### config.mk
export PLATFORM = sky130hd
export DESIGN_NAME = lu_stall_unit
export DESIGN_NICKNAME = d
export VERILOG_FILES = /design/src/rtl/lu_pkg.sv /design/src/rtl/lu_src_decode.sv /design/src/rtl/lu_match.sv /design/src/rtl/lu_ctrl_gate.sv /design/src/rtl/lu_stall_unit.sv
export SDC_FILE = /design/constraint.sdc
export NUM_CORES = 1
export LEC_CHECK = 0
export BUFFER_PORTS_ARGS = -buffer_cell sky130_fd_sc_hd__buf_2
export CAP_MARGIN = 10
export CORE_AREA = 3 3 40 42
export DETAILED_ROUTE_END_ITERATION = 12
export DIE_AREA = 0 0 43 45
export REMOVE_ABC_BUFFERS = 1
export SYNTH_ARGS = -nofsm -noshare
export SYNTH_HDL_FRONTEND = slang
export SYNTH_HIERARCHICAL = 1
export SYNTH_SLANG_ARGS = --single-unit
### constraint.sdc
create_clock -name vclk -period 6.1
set_clock_uncertainty 0.1 [all_clocks]
set_input_delay 1.22 -clock vclk [all_inputs]
set_output_delay 1.22 -clock vclk [all_outputs]
set_load 0.01 [all_outputs]
### src/rtl/lu_pkg.sv
package lu_pkg;
  parameter int REG_AW = 5;
  parameter int OP_W   = 6;
  parameter int CTRL_W = 9;

  localparam logic [OP_W-1:0] OPC_RFMT  = 6'd0;
  localparam logic [OP_W-1:0] OPC_BEQ   = 6'd4;
  localparam logic [OP_W-1:0] OPC_BNE   = 6'd5;
  localparam logic [OP_W-1:0] OPC_STORE = 6'd43;

  localparam int CB_REGWR = 0;
  localparam int CB_MEMWR = 2;
  localparam int CB_MEMRD = 3;
  localparam int CB_BRANCH = 4;

  localparam logic [CTRL_W-1:0] BUBBLE_CLR =
    CTRL_W'((1 << CB_REGWR) | (1 << CB_MEMWR) | (1 << CB_MEMRD) | (1 << CB_BRANCH));
endpackage

### src/rtl/lu_src_decode.sv
module lu_src_decode
  import lu_pkg::*;
#(
  parameter int OPW = OP_W
) (
  input  logic [OPW-1:0] op,
  output logic           rt_is_src
);
  always_comb begin
    unique case (op)
      OPC_RFMT, OPC_BEQ, OPC_BNE, OPC_STORE: rt_is_src = 1'b1;
      default:                               rt_is_src = 1'b0;
    endcase
  end
endmodule

### src/rtl/lu_match.sv
module lu_match #(
  parameter int AW   = 5,
  parameter int NSRC = 2
) (
  input  logic                    ld_valid,
  input  logic [AW-1:0]           ld_dst,
  input  logic [NSRC-1:0][AW-1:0] src,
  input  logic [NSRC-1:0]         src_used,
  output logic                    hazard
);
  logic           dst_live;
  logic [NSRC-1:0] hit;

  assign dst_live = ld_valid && (ld_dst != '0);

  for (genvar g = 0; g < NSRC; g++) begin : g_src
    assign hit[g] = src_used[g] && (src[g] == ld_dst);
  end

  assign hazard = dst_live && (|hit);
endmodule

### src/rtl/lu_ctrl_gate.sv
module lu_ctrl_gate #(
  parameter int              CW   = 9,
  parameter logic [CW-1:0]   CLR  = '0
) (
  input  logic          kill,
  input  logic [CW-1:0] ctrl_i,
  output logic [CW-1:0] ctrl_o
);
  for (genvar b = 0; b < CW; b++) begin : g_bit
    if (CLR[b]) begin : g_clr
      assign ctrl_o[b] = ctrl_i[b] & ~kill;
    end else begin : g_pass
      assign ctrl_o[b] = ctrl_i[b];
    end
  end
endmodule

### src/rtl/lu_stall_unit.sv
module lu_stall_unit
  import lu_pkg::*;
#(
  parameter int AW  = REG_AW,
  parameter int OPW = OP_W,
  parameter int CW  = CTRL_W
) (
  input  logic           ex_is_load,
  input  logic [AW-1:0]  ex_dst,
  input  logic [OPW-1:0] dec_op,
  input  logic [AW-1:0]  dec_rs,
  input  logic [AW-1:0]  dec_rt,
  input  logic [CW-1:0]  dec_ctrl,
  output logic           pc_en,
  output logic           dec_en,
  output logic           bubble,
  output logic [CW-1:0]  ex_ctrl
);
  localparam int NSRC = 2;

  logic                   rt_src;
  logic [NSRC-1:0][AW-1:0] srcs;
  logic [NSRC-1:0]        used;
  logic                   hz;

  lu_src_decode #(.OPW(OPW)) u_dec (
    .op        (dec_op),
    .rt_is_src (rt_src)
  );

  assign srcs = {dec_rt, dec_rs};
  assign used = {rt_src, 1'b1};

  lu_match #(.AW(AW), .NSRC(NSRC)) u_match (
    .ld_valid (ex_is_load),
    .ld_dst   (ex_dst),
    .src      (srcs),
    .src_used (used),
    .hazard   (hz)
  );

  assign pc_en  = ~hz;
  assign dec_en = ~hz;
  assign bubble = hz;

  lu_ctrl_gate #(.CW(CW), .CLR(CW'(BUBBLE_CLR))) u_gate (
    .kill   (hz),
    .ctrl_i (dec_ctrl),
    .ctrl_o (ex_ctrl)
  );

  always_comb begin
    p_no_load_no_stall_r3: assert (ex_is_load || pc_en);
    p_zero_dst_no_stall_r4: assert ((ex_dst != '0) || !bubble);
    p_stall_has_rs_or_rt_r1: assert (!bubble || (dec_rs == ex_dst) || (dec_rt == ex_dst));
    p_bubble_clears_ctrl_r6: assert (!bubble || ((ex_ctrl & CW'(BUBBLE_CLR)) == '0));
    p_ctrl_pass_r6: assert (bubble || (ex_ctrl == dec_ctrl));
    p_enables_agree_r5: assert ((pc_en == dec_en) && (pc_en != bubble));
  end
endmodule

Word-level counts from Yosys, hierarchy flattened
Index checks and enable logic that the tools add are counted.
Operators by class
  equal/unequal tests: 5
  mux-type cells: 1
  bitwise logic cells: 5
  reductions and logical operators: 7
Operator list (count)
  6-bit by 3-bit equality test with 1-bit output (second input constant): 2
  5-bit equality test: 2
  6-bit equality test (second input constant): 1
  6-bit logical NOT: 1
  5-bit nonzero test: 1
  1-bit AND: 4
  4-bit OR reduction: 1
  1-bit logical AND: 3
  2-bit OR reduction: 1
  1-bit 2-to-1 mux: 1
  1-bit NOT: 1
Word-level totals
  flip-flop bits (word level): 0
  bits of input ports: 31
  output and inout bits: 12

Logic depth before layout (Yosys ltp)
  depth after elaboration: 8
  gate-level depth with buffers: 6
  depth with buffers taken out: 5

Cells and area by module
Netlist, hierarchy kept.
By module, submodules not included
  lu_match: times used 1, cells an instance 17, area an instance 133.9 um2, seq. area each 0.0 um2
  lu_ctrl_gate: times used 1, cells an instance 9, area an instance 62.6 um2, seq. area each 0.0 um2
  lu_src_decode: times used 1, cells an instance 4, area an instance 32.5 um2, seq. area each 0.0 um2
  lu_stall_unit: times used 1, cells an instance 3, area an instance 15.0 um2, seq. area each 0.0 um2

Worst setup path before layout
OpenSTA, ideal clock, no wires.
  path kind: input to output
  from: in dec_op[1]
  to: out pc_en
  data arrival time: 2.660 ns
  data required time: 4.780 ns
  setup slack: 2.120 ns
  stages on the path: 6
  cells stage by stage: or4_1 > mux2i_1 > nand3_1 > a21oi_1 > inv_1 > buf_4
On the way
  cells in the longest elaborated chain, start to end: 7
Ends and longest elaborated chain
  start, declared: line lu_stall_unit.sv:10  | input logic [OPW-1:0] dec_op,
  6-bit by 3-bit equality test with 1-bit output (tied with other cells): line lu_src_decode.sv:10  | unique case (op)
  4-bit OR reduction *: line lu_src_decode.sv:10
  1-bit 2-to-1 mux *: line lu_src_decode.sv:10
  via rt_src: line lu_stall_unit.sv:21  | logic rt_src;
  1-bit logical AND *: line lu_match.sv:17  | assign hit[g] = src_used[g] && (src[g] == ld_dst);
  2-bit OR reduction *: line lu_match.sv:20  | assign hazard = dst_live && (|hit);
  1-bit logical AND *: line lu_match.sv:20
  via bubble: line lu_stall_unit.sv:16  | output logic bubble,
  1-bit NOT *
  end, declared: line lu_stall_unit.sv:14  | output logic pc_en,
The timed path passes the listed nets; every way through them passes the cells marked *.

Final worst setup path
  from: in dec_op[1]
  to: out dec_en
On the way
  cells in the longest elaborated chain, start to end: 7
Ends and longest elaborated chain
  6-bit by 3-bit equality test with 1-bit output (tied with other cells): line lu_src_decode.sv:10
  4-bit OR reduction *: line lu_src_decode.sv:10
  1-bit 2-to-1 mux *: line lu_src_decode.sv:10
  via rt_src: line lu_stall_unit.sv:21
  1-bit logical AND *: line lu_match.sv:17
  2-bit OR reduction *: line lu_match.sv:20
  1-bit logical AND *: line lu_match.sv:20
  1-bit NOT *: line lu_stall_unit.sv:43  | assign dec_en = ~hz;
  end, declared: line lu_stall_unit.sv:15  | output logic dec_en,
Marks and branches as above.

==> run summary <==
The run finished with clean final reports. The cell count after synthesis came out at 33. Setup violations remaining at the end of the flow were counted as 0. Setup total negative slack on the finished layout was measured at 0 ps. The worst setup path is launched from a primary input.

The layout has 0 clock buffers. The compound-gate portion of the synthesized area works out to 4.10%. Data on the critical path arrives at its endpoint at 2640 ps.

The biggest cell delay along the critical path is 510 ps. Global routing finished with a remaining overflow of 0. The total number of vias came out at 313. The fraction of final layout cells sized beyond drive strength 1 is 56.7%. The floorplan step set the die width to 43 um. The ratio of routed vias to standard cells was 4.17. The area share of the leading cell type in the synthesized netlist works out to 28.7%. The number of gates on the worst path with buffers counted is 7, and the area taken by multi-input logic gates is 195 um2. STA puts the critical path data required time at 4780 ps.

For this design the top-level I/O count stands at 43. The logs give 0 for the antenna diode instance count and 0.253 GHz for the maximum achievable frequency. The routed length per instance is 8.95 um, and the placer congestion estimate is 0.613.

Setup repair after global routing left no endpoint under its margin. Ranked by total cell area, the synthesized netlist is headed by xor2_1 29%, buf_4 18%, nor2b_1 13%. The number of DRC violations after detailed-routing iteration 0 was 1; the average cell area after synthesis was 7.39 um2. For this run, design rule violations remaining after detail routing come to 0.

The filler cells instantiated in the layout total 147. The total power density per cell area came out at 54.1 nW/um2. In this run the worst hold path is classified as primary input to output pin. The multiplexer fraction of the synthesized cell area came out at 4.10%. The post-route cell area was 383 um2; the die boundary height was 45 um.

Max-slew violation count: 0. The dominant delay contributor by cell family on the critical path is simple AND/OR/NAND/NOR gates. Prior to clock tree synthesis, the placed netlist has a worst setup slack of 2110 ps. Max-cap violations in this run came to 0. The final critical path time including I/O delays and setup came out at 3960 ps. After floorplanning, the core was divided into 13 placement rows. For the number of global-route vias before repair, the log shows 255. Across the whole layout, storage elements account for 0 um2.

For the initial antenna violation count, the log shows 0. For this configuration, the core starts out at a cell density of 19.0%. The die covers 1940 um2.

The top cell type by total area after synthesis was xor2_1. The floorplan step defined a core boundary enclosing 1280 um2. The design has 0 sequential cells. Counting instances, the worst hold path has a depth of 0.

Of the total synthesized cell area, the portion taken by AND, OR, NAND and NOR gates is 34.4%. Walking the worst path, the cells encountered are buf_2 -> or4_1 -> mux2i_1 -> nand3_1 -> a21oi_1 -> inv_1 -> buf_2. In this run the post-CTS setup repair buffer count came out at 0.

Of all nets on the critical path, the largest fanout is 6. During synthesis, Yosys emitted a total of 6 warnings. The number of nets at the end of the flow is 93, and the number of distinct library cells after synthesis is 14. The final cycle utilization of the critical path is 64.9%. In this run the cell area measured after placement is 383 um2.

Across the VDD grid, the largest voltage drop is 0.0196 mV. The routed wire length was 671 um. The type of the worst setup path is primary input to output pin.

The master of the slowest instance on the critical path is or4_1. Startpoint of the most critical hold path: dec_ctrl[5]. In this run the static leakage power is 0.195 nW. For this run, the register share of the synthesized area comes to 0%.

Entering global routing, the biggest net connects 7 pins. The xor-xnor portion of the synthesized cell area was 35.9%; the post-route antenna net violation count was 0. By area, the combinational part of the netlist is dominated by XOR/XNOR gates.

The first detailed-routing pass ran for 4 iterations. The run gives 0 as the final count of hold timing violations. Once routing completed, OpenROAD measured the worst setup slack at 2140 ps. The synthesized netlist occupies a cell area of 244 um2. The area growth from synthesis to layout is 56.9%. The number of buffers and inverters on the critical path is 3. In this design, the critical path's most frequently occurring cell is buf_2. The wire length of the first global-routing pass came out at 1000 um.

The adder-cell share of the synthesized area came out at 0%. The endpoint of the worst hold-timing path was ex_ctrl[5]. The count of buffers from port buffering works out to 33. The number of instances resized during post-cts repair was 0. The critical path endpoint category was an output pin.

For the hold-fix buffer count after cts, the log shows 0. Global routing used 6.14% of the available tracks across all layers.
-- metal layers --
layer | vias to the layer above | track usage [%] | part of all wire (%)
li1 | 159 | - | -
met1 | 116 | 7.86 | 38
met2 | 38 | 10.2 | 38
met3 | 0 | 2.79 | 23
met4 | 0 | 0 | 0
met5 | - | 0 | 0
-- kinds of logic after synthesis --
family | after synthesis
AO/OA/AOI/OAI | 2
XOR/XNOR | 10
AND/OR/NAND/NOR | 12
buffers and inverters | 7
multiplexers | 1
other | 1
-- per-stage QoR --
stage	hold slack, ps	util (%)	std cells	total power [mW]
finish	2340	29.8	75	0.0207
global route	2340	29.8	75	0.0228
CTS	2340	29.8	75	0.0212
detailed placement	2340	29.8	75	0.0211
global placement	2340	29.8	75	0.0210
floorplan	2340	-	27	0.00894
-- where the power goes --
part | total [mW] | switching, mW | internal (mW)
logic | 0.0207 | 0.00880 | 0.0119
clock network | 0 | 0 | 0
registers | 0 | 0 | 0
total | 0.0207 | 0.00880 | 0.0119
-- Yosys cell counts --
cell,n
nor2b_1,5
inv_1,1
buf_4,6
nand4b_1,1
o21ai_1,1
nor4_2,1
a21oi_1,1
xor2_1,8
nor4_1,1
mux2i_1,1
nand3_1,2
xnor2_1,2
conb_1,1
or4_1,2
-- cells in the final DEF (no fill, tap or decap) --
cell type / instances
nand4b_1: 1
xnor2_1: 2
inv_1: 1
or4_1: 2
nor4_2: 1
mux2i_1: 1
o21ai_1: 1
nand3_1: 2
buf_2: 33
xor2_1: 8
conb_1: 1
nor2b_1: 5
a21oi_1: 1
nor4_1: 1
-- how the worst max path moves through the flow --
stage | from | endpoint
after CTS | dec_op[1] | dec_en
after global placement | dec_op[1] | dec_en
after detailed placement | dec_op[1] | dec_en
final | dec_op[1] | dec_en
after floorplan | dec_op[1] | dec_en
after global routing | dec_op[1] | ex_ctrl[0]
-- cell type report --
class	count	share of cell area, %
Inverter	1	0.980
Multi-Input combinational cell	26	51.0
Tap cell	15	4.90
Timing Repair Buffer	33	43.1
Power figures use the tool's default switching activity.
